File: config.mk
export PLATFORM = sky130hd
export DESIGN_NAME = lat_qos_gen
export DESIGN_NICKNAME = d
export VERILOG_FILES = /design/src/rtl/lat_qos_pkg.sv /design/src/rtl/lat_timer.sv /design/src/rtl/lat_integ.sv /design/src/rtl/qos_map.sv /design/src/rtl/lat_qos_chan.sv /design/src/rtl/lat_qos_gen.sv
export SDC_FILE = /design/constraint.sdc
export NUM_CORES = 1
export LEC_CHECK = 0
export BUFFER_PORTS_ARGS = -buffer_cell sky130_fd_sc_hd__buf_2
export CORE_UTILIZATION = 65
export CTS_CLUSTER_SIZE = 8
export DETAILED_ROUTE_END_ITERATION = 12
export PLACE_DENSITY = 0.87
export SLEW_MARGIN = 5
export SYNTH_ARGS = -nofsm -noshare
export SYNTH_HDL_FRONTEND = slang
export SYNTH_SLANG_ARGS = --single-unit
export TNS_END_PERCENT = 100
File: constraint.sdc
create_clock -name clk -period 12.5 [get_ports clk]
set_input_delay 2.5 -clock clk [delete_from_list [all_inputs] [get_ports clk]]
set_output_delay 2.5 -clock clk [all_outputs]
set_load 0.005 [all_outputs]
File: src/rtl/lat_qos_pkg.sv
// Shared constants and channel indices for the latency feedback priority generator.
// Assumes two address channels (write, read) with identical regulator structure.
package lat_qos_pkg;
    localparam int LQ_TGT_W     = 12;  // latency / target width in cycles
    localparam int LQ_ACC_W     = 16;  // integrator width
    localparam int LQ_QOS_W     = 4;   // priority width
    localparam int LQ_GAIN_W    = 3;   // gain code width
    localparam int LQ_GAIN_BASE = 5;   // shift applied at gain code 0
    localparam int LQ_NCH       = 2;   // number of address channels

    typedef enum int {
        CH_WR = 0,
        CH_RD = 1
    } lq_chan_e;
endpackage

File: src/rtl/lat_timer.sv
// Times one transaction: starts on a handshake while idle, stops on a completion.
// Assumes completions return in order so the first completion closes the timed one.
// The count holds at its all-ones value; it is cleared while the channel is inactive.
module lat_timer #(
    parameter int TGT_W = 12
) (
    input  logic             clk,
    input  logic             rst_n,
    input  logic             active_i,
    input  logic             hs_i,
    input  logic             cmpl_i,
    output logic             sample_o,
    output logic [TGT_W-1:0] meas_o
);
    logic             busy_q;
    logic [TGT_W-1:0] cnt_q;

    // A completion counts only while a transaction is being timed.
    assign sample_o = active_i & busy_q & cmpl_i;
    assign meas_o   = cnt_q;

    // Track the in-flight transaction and its saturating cycle count.
    always_ff @(posedge clk) begin
        if (!rst_n || !active_i) begin
            busy_q <= 1'b0;
            cnt_q  <= '0;
        end else if (busy_q) begin
            if (cmpl_i) begin
                busy_q <= hs_i;
                if (hs_i) cnt_q <= {{(TGT_W-1){1'b0}}, 1'b1};
            end else if (cnt_q != {TGT_W{1'b1}}) begin
                cnt_q <= cnt_q + 1'b1;
            end
        end else if (hs_i) begin
            busy_q <= 1'b1;
            cnt_q  <= {{(TGT_W-1){1'b0}}, 1'b1};
        end
    end
endmodule

File: src/rtl/lat_integ.sv
// Integrates (measured - target) on each sample, saturating at zero and at full scale.
// Assumes TGT_W is not wider than ACC_W. It is cleared while the channel is inactive.
module lat_integ #(
    parameter int TGT_W = 12,
    parameter int ACC_W = 16
) (
    input  logic             clk,
    input  logic             rst_n,
    input  logic             active_i,
    input  logic             sample_i,
    input  logic [TGT_W-1:0] meas_i,
    input  logic [TGT_W-1:0] target_i,
    output logic [ACC_W-1:0] acc_o
);
    localparam int SW = ACC_W + 2;
    localparam logic signed [SW-1:0] ACC_MAX_S = $signed({2'b00, {ACC_W{1'b1}}});

    logic [ACC_W-1:0]    acc_q;
    logic [ACC_W-1:0]    acc_nxt;
    logic signed [SW-1:0] sum;

    // Form the signed updated sum and clamp it into the unsigned range.
    always_comb begin
        sum = $signed({2'b00, acc_q})
            + $signed({{(SW-TGT_W){1'b0}}, meas_i})
            - $signed({{(SW-TGT_W){1'b0}}, target_i});
        if (sum < 0)
            acc_nxt = '0;
        else if (sum > ACC_MAX_S)
            acc_nxt = {ACC_W{1'b1}};
        else
            acc_nxt = sum[ACC_W-1:0];
    end

    // Hold the integrator, update on a sample, clear when inactive.
    always_ff @(posedge clk) begin
        if (!rst_n || !active_i)
            acc_q <= '0;
        else if (sample_i)
            acc_q <= acc_nxt;
    end

    assign acc_o = acc_q;
endmodule

File: src/rtl/qos_map.sv
// Maps the integrator to a priority: floor + (acc >> (GAIN_BASE + code)), capped at ceiling.
// Assumes the floor is not above the ceiling; otherwise the ceiling is produced.
module qos_map #(
    parameter int ACC_W     = 16,
    parameter int QOS_W     = 4,
    parameter int GAIN_W    = 3,
    parameter int GAIN_BASE = 5
) (
    input  logic [ACC_W-1:0]  acc_i,
    input  logic [GAIN_W-1:0] code_i,
    input  logic [QOS_W-1:0]  qmin_i,
    input  logic [QOS_W-1:0]  qmax_i,
    output logic [QOS_W-1:0]  prio_o
);
    logic [ACC_W-1:0] shifted;
    logic [ACC_W:0]   total;
    logic [ACC_W:0]   cap;

    // Scale the integrator, offset by the floor and clamp to the ceiling.
    always_comb begin
        shifted = acc_i >> (GAIN_BASE + int'(code_i));
        total   = {1'b0, shifted} + {{(ACC_W+1-QOS_W){1'b0}}, qmin_i};
        cap     = {{(ACC_W+1-QOS_W){1'b0}}, qmax_i};
        prio_o  = (total > cap) ? qmax_i : total[QOS_W-1:0];
    end
endmodule

File: src/rtl/lat_qos_chan.sv
// One channel's regulator: timer, integrator, priority map and output override.
// Active only when enabled with a non-zero target; otherwise the input priority passes.
module lat_qos_chan #(
    parameter int TGT_W     = 12,
    parameter int ACC_W     = 16,
    parameter int QOS_W     = 4,
    parameter int GAIN_W    = 3,
    parameter int GAIN_BASE = 5
) (
    input  logic              clk,
    input  logic              rst_n,
    input  logic              en_i,
    input  logic [TGT_W-1:0]  target_i,
    input  logic [GAIN_W-1:0] gain_i,
    input  logic [QOS_W-1:0]  qmin_i,
    input  logic [QOS_W-1:0]  qmax_i,
    input  logic              hs_i,
    input  logic              cmpl_i,
    input  logic [QOS_W-1:0]  qos_i,
    output logic [QOS_W-1:0]  qos_o,
    output logic              active_o,
    output logic [ACC_W-1:0]  acc_o
);
    logic             active;
    logic             sample;
    logic [TGT_W-1:0] meas;
    logic [QOS_W-1:0] prio;

    // Regulation runs only with the enable set and a meaningful target.
    assign active = en_i & (target_i != '0);

    lat_timer #(.TGT_W(TGT_W)) u_timer (
        .clk      (clk),
        .rst_n    (rst_n),
        .active_i (active),
        .hs_i     (hs_i),
        .cmpl_i   (cmpl_i),
        .sample_o (sample),
        .meas_o   (meas)
    );

    lat_integ #(.TGT_W(TGT_W), .ACC_W(ACC_W)) u_integ (
        .clk      (clk),
        .rst_n    (rst_n),
        .active_i (active),
        .sample_i (sample),
        .meas_i   (meas),
        .target_i (target_i),
        .acc_o    (acc_o)
    );

    qos_map #(.ACC_W(ACC_W), .QOS_W(QOS_W), .GAIN_W(GAIN_W), .GAIN_BASE(GAIN_BASE)) u_map (
        .acc_i  (acc_o),
        .code_i (gain_i),
        .qmin_i (qmin_i),
        .qmax_i (qmax_i),
        .prio_o (prio)
    );

    // Override the incoming priority while regulating.
    assign qos_o    = active ? prio : qos_i;
    assign active_o = active;
endmodule

File: src/rtl/lat_qos_gen.sv
// Top level: two independent latency-feedback priority regulators (write, read).
// Assumes the handshake and completion strobes are single-cycle and in this clock domain.
module lat_qos_gen
    import lat_qos_pkg::*;
#(
    parameter int TGT_W     = LQ_TGT_W,
    parameter int ACC_W     = LQ_ACC_W,
    parameter int QOS_W     = LQ_QOS_W,
    parameter int GAIN_W    = LQ_GAIN_W,
    parameter int GAIN_BASE = LQ_GAIN_BASE
) (
    input  logic              clk,
    input  logic              rst_n,
    input  logic              wr_en,
    input  logic [TGT_W-1:0]  wr_target,
    input  logic [GAIN_W-1:0] wr_gain,
    input  logic [QOS_W-1:0]  wr_qmin,
    input  logic [QOS_W-1:0]  wr_qmax,
    input  logic              wr_addr_hs,
    input  logic              wr_cmpl,
    input  logic [QOS_W-1:0]  wr_qos_in,
    output logic [QOS_W-1:0]  wr_qos,
    input  logic              rd_en,
    input  logic [TGT_W-1:0]  rd_target,
    input  logic [GAIN_W-1:0] rd_gain,
    input  logic [QOS_W-1:0]  rd_qmin,
    input  logic [QOS_W-1:0]  rd_qmax,
    input  logic              rd_addr_hs,
    input  logic              rd_cmpl,
    input  logic [QOS_W-1:0]  rd_qos_in,
    output logic [QOS_W-1:0]  rd_qos
);
    localparam int NCH = LQ_NCH;

    logic [NCH-1:0]             en_w, hs_w, cmpl_w, act_w;
    logic [NCH-1:0][TGT_W-1:0]  tgt_w;
    logic [NCH-1:0][GAIN_W-1:0] gain_w;
    logic [NCH-1:0][QOS_W-1:0]  qmin_w, qmax_w, qin_w, qout_w;
    logic [NCH-1:0][ACC_W-1:0]  acc_w;

    // Gather the per-channel ports into indexed arrays.
    always_comb begin
        en_w[CH_WR]   = wr_en;       en_w[CH_RD]   = rd_en;
        hs_w[CH_WR]   = wr_addr_hs;  hs_w[CH_RD]   = rd_addr_hs;
        cmpl_w[CH_WR] = wr_cmpl;     cmpl_w[CH_RD] = rd_cmpl;
        tgt_w[CH_WR]  = wr_target;   tgt_w[CH_RD]  = rd_target;
        gain_w[CH_WR] = wr_gain;     gain_w[CH_RD] = rd_gain;
        qmin_w[CH_WR] = wr_qmin;     qmin_w[CH_RD] = rd_qmin;
        qmax_w[CH_WR] = wr_qmax;     qmax_w[CH_RD] = rd_qmax;
        qin_w[CH_WR]  = wr_qos_in;   qin_w[CH_RD]  = rd_qos_in;
    end

    for (genvar c = 0; c < NCH; c++) begin : g_ch
        lat_qos_chan #(
            .TGT_W(TGT_W), .ACC_W(ACC_W), .QOS_W(QOS_W),
            .GAIN_W(GAIN_W), .GAIN_BASE(GAIN_BASE)
        ) u_chan (
            .clk      (clk),
            .rst_n    (rst_n),
            .en_i     (en_w[c]),
            .target_i (tgt_w[c]),
            .gain_i   (gain_w[c]),
            .qmin_i   (qmin_w[c]),
            .qmax_i   (qmax_w[c]),
            .hs_i     (hs_w[c]),
            .cmpl_i   (cmpl_w[c]),
            .qos_i    (qin_w[c]),
            .qos_o    (qout_w[c]),
            .active_o (act_w[c]),
            .acc_o    (acc_w[c])
        );
    end

    assign wr_qos = qout_w[CH_WR];
    assign rd_qos = qout_w[CH_RD];
endmodule

==> run metrics, run 1 <==
max-slew violation count=0; largest net degree at the start of global routing=25; EDFF count, synth=0; CP Max Fanout=21; worst r2r dst=g_ch[0].u_chan.u_integ.acc_o[2]; cells along the critical path=buf_2 > mux4_2 > nand2_1 > o21ai_0 > ha_1 > fa_1 > a21o_1 > a21oi_1 > and4b_1 > nor3_1 > mux2_1 > o211ai_2 > mux2i_1 > o21ai_1 > buf_2; height of the chip=100.8 um; clock-pin slew on the worst setup and hold paths=0.07 ns; FILL cells=734; max cap viols=0; NumNets Final=1057; gp weighted congestion=0.9616; layout cells sized above 1=10.14%; startpoint types=input port; TritonCTS Sinks=58; Power per Cell Area=68.52 mW/mm2; Achievable Freq=120.2 MHz; Fin Clk Skew=0.01133 ns; Congestion Overflow GR=0; post_cts resized=0; Clk Tree Root Cell=clkbuf_8; Hold Path Class=reg2reg; Period Utilization, post-route=66.58%; multi-input logic area=0.004654 mm2; final hold viol count=0; Synthesis Warnings=0; Die X=100.8 um; relative slew slack=21.28%; sequential cell area fraction in the yosys report=18.30%; Mapped Area=0.006346 mm2; final setup fails=0; flops & latches, synth=58; vias in the first global route=6006; number of buffers created by CTS=9; r2r startpoint=g_ch[0].u_chan.u_timer.meas_o[2]; drt drc=0; Crit-path slowest cell=mux4_2; register area=0.001161 mm2; GRT Total Usage=32.84%; Setup Buffers After CTS=0; first-pass iteration count of the detailed router=5; status=completed; slowest stage delay, CP=0.60 ns; routed len/inst=15.53 um; r2r worst-path depth=12; Lkg Pwr=3.290 nW; htree depth=3; Power Total=0.4756 mW; vias per cell=6.129; die area=0.01016 mm2; Worst Hold Path EP=g_ch[0].u_chan.u_integ.acc_o[4]; Skew-Pair Late Insertion Delay=0.34 ns; Initial Utilization=68.03%; CP arrival=5.82 ns; syn_nets=1006; setup_tns=0 ns; CP dominant cell by count=buf_2; IO Count=70; Max Root-Sink Buffers=2; crit path kind=in2out; critical path capture point type=primary output; first-pass GRT wire length=27.02 mm; Top FF cell, synth=dfxtp_1; RSZ-0062 raised after global routing=no; # rows=35; Vias=6411; r2r setup slk=8.62 ns; HP Start=g_ch[0].u_chan.u_integ.acc_o[4]; Core Box Area=0.009328 mm2; Cell variety after synth=64; Period minus WS final=8.323 ns; Total Wirelength=16.25 mm; Worst Path Required=10.00 ns; Gate Count Post-Synth=862; worst hold path depth=2; maximum vdd drop=0.04979 mV; # diodes=0; async set or reset register ratio after synthesis=0%; CTS tree=done; port buffer count=69; dpl hpwl=12.80 mm; Initial DRC Count=283; Worst-Margin Slew=1.181 ns; initial antenna violation count=0; synthesized area per cell=7.362 um2; cts hold-fix bufs=0; antenna-violating nets left=0; Area growth syn-to-layout=9.385%
==> cell type report <==
type                    count  area share [%]
inverters                 108           5.840
multi-input cells         666           67.05
clock inverters             6           1.190
clock buffers               9           1.784
flip-flops and latches     58           16.73
repair buffers             70           5.083
well taps                 129           2.325
==> worst max-delay path by stage <==
| stage | startpoint | cells after the start | slack (ns) | endpoint |
|---|---|---|---|---|
| after floorplan | rd_gain[1] | 18 | 4.37 | rd_qos[0] |
| after global placement | rd_gain[0] | 15 | 4.31 | rd_qos[1] |
| after detailed placement | rd_gain[0] | 15 | 4.22 | rd_qos[1] |
| after CTS | rd_gain[0] | 15 | 4.21 | rd_qos[1] |
| after global routing | rd_gain[0] | 15 | 3.89 | rd_qos[3] |
| final | rd_gain[0] | 15 | 4.18 | rd_qos[3] |
==> critical path: cells and delay by family <==
family	cells	cell delay (ns)
AO/OA/AOI/OAI	5	0.80
AND/OR/NAND/NOR	3	0.49
multiplexers	3	0.93
buffers and inverters	2	0.43
adder cells (fa/ha/maj)	2	0.65
==> per-layer routing <==
| metal | wire length (um) | vias up | track usage, % | part of all wire, % |
|---|---|---|---|---|
| met1 | 6807 | 2996 | 39.16 | 42 |
| met3 | 860 | 40 | 5.201 | 5.3 |
| met4 | 371 | 0 | 10.93 | 2.3 |
| met2 | 8208 | 235 | 59.85 | 51 |
| li1 | - | 3140 | - | - |
| met5 | 0 | - | 0 | 0 |
==> synthesized netlist by cell type (all sizes together), types with 8 or more instances <==
cell | number | share of area (%)
a31oi | 11 | 1.1
nor4 | 9 | 0.89
mux2i | 29 | 4.6
dfxtp | 58 | 18
a211oi | 17 | 2.0
fa | 26 | 8.2
o21ai | 81 | 6.4
inv | 108 | 6.4
a21oi | 57 | 4.5
o211ai | 11 | 1.4
nand2 | 89 | 5.3
xnor2 | 18 | 2.6
nand2b | 10 | 0.99
buf | 11 | 0.85
nor3 | 17 | 1.3
nor2 | 76 | 4.5
nand3 | 25 | 2.1
and3 | 10 | 0.99
ha | 56 | 11
xor2 | 8 | 1.1
a21o | 28 | 3.3
clkbuf | 19 | 1.1
==> through the flow <==
stage	hold WS [ns]	cells	util [%]	instance area, um2	worst slack [ns]
3_5_place_dp	0.4332	1031	72.21	6735	4.215
3_3_place_gp	0.4263	1031	72.21	6735	4.308
6_report	0.4449	1046	74.42	6942	4.177
5_1_grt	0.4903	1046	74.42	6942	3.895
4_1_cts	0.4446	1046	74.42	6942	4.211
2_1_floorplan	0.4156	862	-	6346	4.371
==> cells by family after synthesis <==
| logic type | synth area share [%] |
|---|---|
| AO/OA/AOI/OAI | 25.49 |
| XOR/XNOR | 3.707 |
| adder cells (fa/ha/maj) | 19.24 |
| buffers and inverters | 8.360 |
| flip-flops | 18.30 |
| multiplexers | 5.461 |
| AND/OR/NAND/NOR | 19.44 |
==> flip-flops by register name, indices dropped and copies added (netlist names) <==
| signal | count |
|---|---|
| g_ch.u_chan.u_timer.meas_o | 24 |
| g_ch.u_chan.u_integ.acc_o | 32 |
| g_ch.u_chan.u_timer.busy_q | 2 |
==> cells in the final DEF (no fill, tap or decap), types with 7 or more instances in the layout <==
cell      Yosys  layout
and3_1       10      10
xor2_1        8       8
inv_1       108     108
ha_1         56      56
buf_2         7      69
dfxtp_1      58      58
nor3_1       17      17
a21oi_1      57      57
o21ai_0      47      47
nand3_1      24      24
o21ai_1      34      34
o211ai_1     10      10
xnor2_1      17      17
nand2_1      89      89
a21o_1       28      28
nor2_1       76      76
nor4_1        9       9
o21a_1        7       7
clkbuf_8      0       9
nand2b_1     10      10
fa_1         26      26
a211oi_1     17      17
mux2i_1      29      29
a31oi_1      11      11
==> power by group <==
part	internal (mW)	switching [mW]	leakage [nW]
combinational	0.0415	0.0566	2.72
sequential	0.185	0.000918	0.468
clock	0.110	0.0810	0.105
Note: power is estimated with default switching activity, not from simulation.
==> run 2: changes to the inputs <==
CORE_UTILIZATION = 55   (was 65)
PLACE_DENSITY = 0.79   (was 0.87)
clock period = 7.39 ns   (was 12.5 ns; I/O delays follow)
==> run 2 against run 1 <==
  * Sequential share of layout area down 0.28 points
  * Die area up 18%
  * Sequential power up 70%
  * Worst hold slack worse by 0.0082 ns
==> run metrics, run 2 (synthesis results as in run 1) <==
status=completed (unchanged); CP Max Fanout=21 (unchanged); RSZ-0062 raised after global routing=no (unchanged); FILL cells=1007 (was 734); Skew-Pair Late Insertion Delay=0.34 ns (about the same); htree depth=3 (unchanged); final setup fails=0 (unchanged); dpl hpwl=11.98 mm (was 12.80 mm); Core Box Area=0.01103 mm2 (was 0.009328 mm2); gp weighted congestion=0.9192 (was 0.9616); Worst-Margin Slew=1.085 ns (was 1.181 ns); vias in the first global route=5668 (was 6006); Post-Layout Cell Count=1059 (was 1046); antenna-violating nets left=0 (unchanged); Area growth syn-to-layout=11.28% (was 9.385%); r2r worst-path depth=12 (unchanged); CTS tree=done (unchanged); Period Utilization, post-route=84.84%; # diodes=0 (unchanged); initial antenna violation count=0 (unchanged); cts hold-fix bufs=0 (unchanged); Comb power frac=17.9% (was 20.6%); drt drc=0 (unchanged); Setup Buffers After CTS=0 (unchanged); commonest non-fill, non-tap cell in the layout=inv_1 (unchanged); layout cells sized above 1=10.34% (was 10.14%); Initial DRC Count=365 (was 283); Initial Utilization=57.53% (was 68.03%); largest net degree at the start of global routing=25 (unchanged); most frequent cells in the layout=inv_1, nand2_1, nor2_1, buf_2, dfxtp_1 (unchanged); TritonCTS Sinks=58 (unchanged); max cap viols=0 (unchanged); Congestion Overflow GR=0 (unchanged); height of the chip=109.4 um (was 100.8 um); GRT Total Usage=27.73% (was 32.84%); Achievable Freq=159.5 MHz; Clk Tree Root Cell=clkbuf_16 (was clkbuf_8); routed len/inst=14.75 um (was 15.53 um); port buffer count=69 (unchanged); Internal=0.6614 mW (was 0.3370 mW); switching share of power=27.43% (was 29.14%); first-pass GRT wire length=26.06 mm (was 27.02 mm); setup_tns=0 ns (unchanged); # rows=38 (was 35); relative slew slack=27.38% (was 21.28%); clock network power share=47.4% (was 40.2%); CP arrival=4.79 ns (was 5.82 ns); r2r startpoint=g_ch[0].u_chan.u_timer.meas_o[2] (unchanged); Total Wirelength=15.62 mm (was 16.25 mm); Placed Cells=1043 (was 1031); Fin Clk Skew=0.006524 ns (was 0.01133 ns); multi-input logic area=0.004654 mm2 (unchanged); IO Count=70 (unchanged); die area=0.01197 mm2 (was 0.01016 mm2); worst hold path depth=2 (unchanged); max-slew violation count=0 (unchanged); post_cts resized=0 (unchanged); Hold Path Class=reg2reg (unchanged); critical path capture point type=primary output (unchanged); startpoint types=input port (unchanged); maximum vdd drop=0.1098 mV (was 0.04979 mV); crit path kind=in2out (unchanged); Lkg Pwr=3.341 nW (was 3.290 nW); clock-pin slew on the worst setup and hold paths=0.05 ns (was 0.07 ns); first-pass iteration count of the detailed router=5 (unchanged); Period minus WS final=6.269 ns; Psw=0.2500 mW (was 0.1386 mW); Worst Path Required=5.91 ns (was 10.00 ns); Power per Cell Area=129.1 mW/mm2 (was 68.52 mW/mm2); NumNets Final=1058 (was 1057); Die X=109.4 um (was 100.8 um); vias per cell=5.889 (was 6.129); Max Root-Sink Buffers=2 (unchanged); sequential share of power=34.7% (was 39.2%); crit path launch=rd_gain[0] (unchanged); number of buffers created by CTS=9 (unchanged); HP Start=g_ch[0].u_chan.u_integ.acc_o[2] (was g_ch[0].u_chan.u_integ.acc_o[4]); Power Total=0.9115 mW (was 0.4756 mW); Vias=6236 (was 6411); register area=0.001161 mm2 (unchanged); final hold viol count=0 (unchanged); max reg flops=32 (unchanged)
[run 2: changes by cell type in the layout (fill, tap and decap cells not counted), sizes merged]
| cell | previous run | this run |
|---|---|---|
| clkbuf | 9 | 11 |
| bufinv | 2 | 1 |
| buf | 70 | 71 |
[run 2: layout make-up]
type	count	area share (%)
clock buffers	11	3.579
flip-flops and latches	58	16.44
clock inverters	5	0.7442
repair buffers	71	5.103
multi-input cells	666	65.91
well taps	140	2.481
inverters	108	5.741
[run 2: metrics by stage]
step	hold slack [ns]	setup WS (ns)	util, %	cell area, um2
2_1_floorplan	0.4156	1.305	-	6346
3_3_place_gp	0.4298	1.207	61.25	6756
3_5_place_dp	0.4339	1.142	61.25	6756
4_1_cts	0.4412	1.131	64.02	7062
5_1_grt	0.4675	0.8716	64.02	7062
6_report	0.4367	1.121	64.02	7062
[run 2: layer usage]
metal  vias to the layer above  track usage (%)  share of wire [%]  wire [um]
met5                         -                0                  0          0
met4                         0            9.714                2.2        343
met3                        29            4.268                4.0        618
met2                       163            48.07                 50       7775
met1                      2908            34.89                 44       6877
li1                       3136                -                  -          -
[run 2: power groups by stage]
stage          logic, mW  registers, mW  clock network, mW
6_report           0.163          0.316              0.432
5_1_grt            0.184          0.316              0.447
4_1_cts            0.163          0.316              0.435
3_5_place_dp       0.162          0.322                  0
3_3_place_gp       0.160          0.323                  0
2_1_floorplan      0.112          0.322                  0
[run 2: critical path, cell delays in order]
cell and delay (ns):
buf_2 0.32, mux4_2 0.61, nand2_1 0.09, o21ai_0 0.08
ha_1 0.24, fa_1 0.46, ha_1 0.30, nor2b_1 0.13
o21ai_0 0.18, nand2b_1 0.08, a21oi_1 0.14, a41o_1 0.12
o211ai_2 0.16, mux2i_1 0.16, o21ai_1 0.12, buf_2 0.13
[run 2: worst paths after layout]
| check | slack, ns | to |
|---|---|---|
| worst min register to register | 0.44 | g_ch[0].u_chan.u_integ.acc_o[2] |
| worst max-delay path | 1.12 | rd_qos[1] |
| worst max register to register | 3.58 | g_ch[0].u_chan.u_integ.acc_o[15] |
| worst min-delay path | 0.44 | g_ch[0].u_chan.u_integ.acc_o[2] |
==> run 3: changes to the inputs <==
clock period = 5.25 ns   (was 7.39 ns; I/O delays follow)
==> run 3 against run 2 <==
  * Final cell count up 1.0%
  * Final area up 2.2%
  * Sequential power up 41%
  * Global-route usage down 0.64 points
  * Via count about the same
  * Register-to-register slack worse by 2.0 ns
  * Critical path depth unchanged
  * Largest power group unchanged
  * Highest routed layer unchanged
  * Worst hold slack better by 0.0022 ns
  * Utilization up 1.4 points
==> run metrics, run 3 (synthesis results as in run 1) <==
CP Max Fanout=4 (was 21); antenna-violating nets left=0 (unchanged); clock network power share=46.3% (was 47.4%); worst hold path depth=2 (unchanged); CTS tree=done (unchanged); setup ws final=0.1839 ns (was 1.121 ns); r2r startpoint=g_ch[1].u_chan.u_integ.acc_o[8] (was g_ch[0].u_chan.u_timer.meas_o[2]); die area=0.01197 mm2 (unchanged); delay-heaviest family, CP=adder cells (unchanged); Initial DRC Count=473 (was 365); switching share of power=27.43% (about the same); # rows=38 (unchanged); Clk Tree Root Cell=clkbuf_16 (unchanged); htree depth=3 (unchanged); Initial Utilization=57.53% (unchanged); Crit-path slowest cell=mux4_2 (unchanged); status=completed (unchanged); HP Start=g_ch[0].u_chan.u_integ.acc_o[3] (was g_ch[0].u_chan.u_integ.acc_o[2]); final hold viol count=0 (unchanged); Vias=6238 (was 6236); final setup fails=0 (unchanged); max reg flops=32 (unchanged); number of buffers created by CTS=9 (unchanged); most frequent cells in the layout=inv_1, nand2_1, nor2_1, buf_2, dfxtp_1 (unchanged); WP buf/inv=2 (unchanged); Power per Cell Area=178.3 mW/mm2 (was 129.1 mW/mm2); Internal=0.9337 mW (was 0.6614 mW); Fin Clk Skew=0.005224 ns (was 0.006524 ns); Worst Hold Path EP=g_ch[0].u_chan.u_integ.acc_o[3] (was g_ch[0].u_chan.u_integ.acc_o[2]); sequential share of power=34.6% (was 34.7%); Comb power frac=19.1% (was 17.9%); startpoint types=input port (unchanged); Period minus WS final=5.066 ns; GRT Total Usage=27.10% (was 27.73%); Area growth syn-to-layout=13.70% (was 11.28%); Period Utilization, post-route=96.50%; relative slew slack=26.33% (was 27.38%); Total Wirelength=15.72 mm (was 15.62 mm); Psw=0.3528 mW (was 0.2500 mW); vias in the first global route=5681 (was 5668); gp weighted congestion=0.9566 (was 0.9192); maximum vdd drop=0.1757 mV (was 0.1098 mV); # diodes=0 (unchanged); critical path capture point type=primary output (unchanged); RSZ-0062 raised after global routing=no (unchanged); Max Root-Sink Buffers=2 (unchanged); height of the chip=109.4 um (unchanged); Worst-Margin Slew=1.101 ns (was 1.085 ns); Lkg Pwr=3.394 nW (was 3.341 nW); r2r setup slk=1.63 ns (was 3.58 ns); layout cells sized above 1=12.58% (was 10.34%); Achievable Freq=197.4 MHz; cells along the critical path=buf_2 > mux4_2 > nand2_1 > o21ai_0 > ha_2 > fa_1 > ha_1 > nor2b_1 > o21ai_1 > nand2b_1 > a21oi_2 > a41o_1 > o211ai_4 > mux2i_1 > o21ai_1 > buf_2 (was buf_2 > mux4_2 > nand2_1 > o21ai_0 > ha_1 > fa_1 > ha_1 > nor2b_1 > o21ai_0 > nand2b_1 > a21oi_1 > a41o_1 > o211ai_2 > mux2i_1 > o21ai_1 > buf_2); TritonCTS Sinks=58 (unchanged); Worst Path Required=4.20 ns (was 5.91 ns); post-place setup slack=0.03943 ns (was 1.142 ns); Hold Path Class=reg2reg (unchanged); crit path kind=in2out (unchanged); dpl hpwl=12.08 mm (was 11.98 mm); largest net degree at the start of global routing=21 (was 25); CP arrival=4.02 ns (was 4.79 ns); NumNets Final=1069 (was 1058); IO Count=70 (unchanged); slowest stage delay, CP=0.55 ns (was 0.61 ns); initial antenna violation count=0 (unchanged); drt drc=0 (unchanged); r2r worst-path depth=12 (unchanged); commonest non-fill, non-tap cell in the layout=inv_1 (unchanged); worst r2r dst=g_ch[1].u_chan.u_integ.acc_o[5] (was g_ch[0].u_chan.u_integ.acc_o[15]); Congestion Overflow GR=0 (unchanged); Skew-Pair Late Insertion Delay=0.34 ns (about the same); clock-pin slew on the worst setup and hold paths=0.05 ns (about the same); routed len/inst=14.69 um (was 14.75 um); Placed Cells=1052 (was 1043); max cap viols=0 (unchanged); Post-Layout Cell Count=1070 (was 1059); first-pass GRT wire length=25.53 mm (was 26.06 mm); setup_tns=0 ns (unchanged); port buffer count=69 (unchanged); vias per cell=5.830 (was 5.889); Core Box Area=0.01103 mm2 (unchanged); Die X=109.4 um (unchanged); first-pass iteration count of the detailed router=5 (unchanged); max-slew violation count=0 (unchanged)
[run 3: tightest hold or removal path: cells and delay by family (launching register included)]
family,cells,cell delay (ns)
flip-flops,1,0.31
AND/OR/NAND/NOR,2,0.09
[run 3: worst max path at each step]
stage                            to       start  slack (ns)  cells past startpoint
after CTS                 rd_qos[1]  rd_gain[1]        0.04                     16
final                     rd_qos[1]  rd_gain[0]        0.18                     16
after global placement    wr_qos[3]  wr_gain[2]        0.13                     16
after global routing      rd_qos[1]  rd_gain[1]       0.001                     16
after detailed placement  rd_qos[1]  rd_gain[1]        0.04                     16
after floorplan           rd_qos[0]  rd_gain[1]        0.02                     18
[run 3: timing repair]
item                                   4_1_cts  5_1_grt
setup endpoints to repair                    0        8
hold buffers                                 0        0
resized for setup                            0       20
setup buffers                                0        2
endpoints found under the hold margin        0        0
[run 3: area by class of cell]
cell class / count / area [um2]
Fill cell: 988 / 3815
Timing Repair Buffer: 82 / 445.4
Tap cell: 140 / 175.2
Inverter: 108 / 405.4
Clock buffer: 15 / 297.8
Multi-Input combinational cell: 666 / 4726
Clock inverter: 1 / 5.005
Sequential cell: 58 / 1161
[run 3: per-layer routing]
layer / global-route usage (%) / routed length, um / vias up
met3: 5.453 / 554 / 24
li1: - / - / 3162
met2: 46.95 / 7768 / 124
met5: 0 / 0 / -
met4: 8.286 / 287 / 0
met1: 33.76 / 7111 / 2928
[run 3: through the flow]
stage          hold slack (ns)  area [um2]  power (mW)  utilization [%]
4_1_cts                 0.4400        7127       1.279            64.61
3_5_place_dp            0.4330        6824      0.6865            61.86
2_1_floorplan           0.4156        6346      0.6104                -
5_1_grt                 0.4635        7216       1.342            65.42
6_report                0.4389        7216       1.287            65.42
3_3_place_gp            0.4281        6824      0.6828            61.86
[run 3: power groups by stage]
| stage | logic (mW) | registers (mW) | clock network, mW |
|---|---|---|---|
| finish | 0.245 | 0.445 | 0.596 |
| global route | 0.274 | 0.445 | 0.623 |
| CTS | 0.235 | 0.445 | 0.600 |
| detailed placement | 0.233 | 0.454 | 0 |
| global placement | 0.229 | 0.454 | 0 |
| floorplan | 0.157 | 0.453 | 0 |
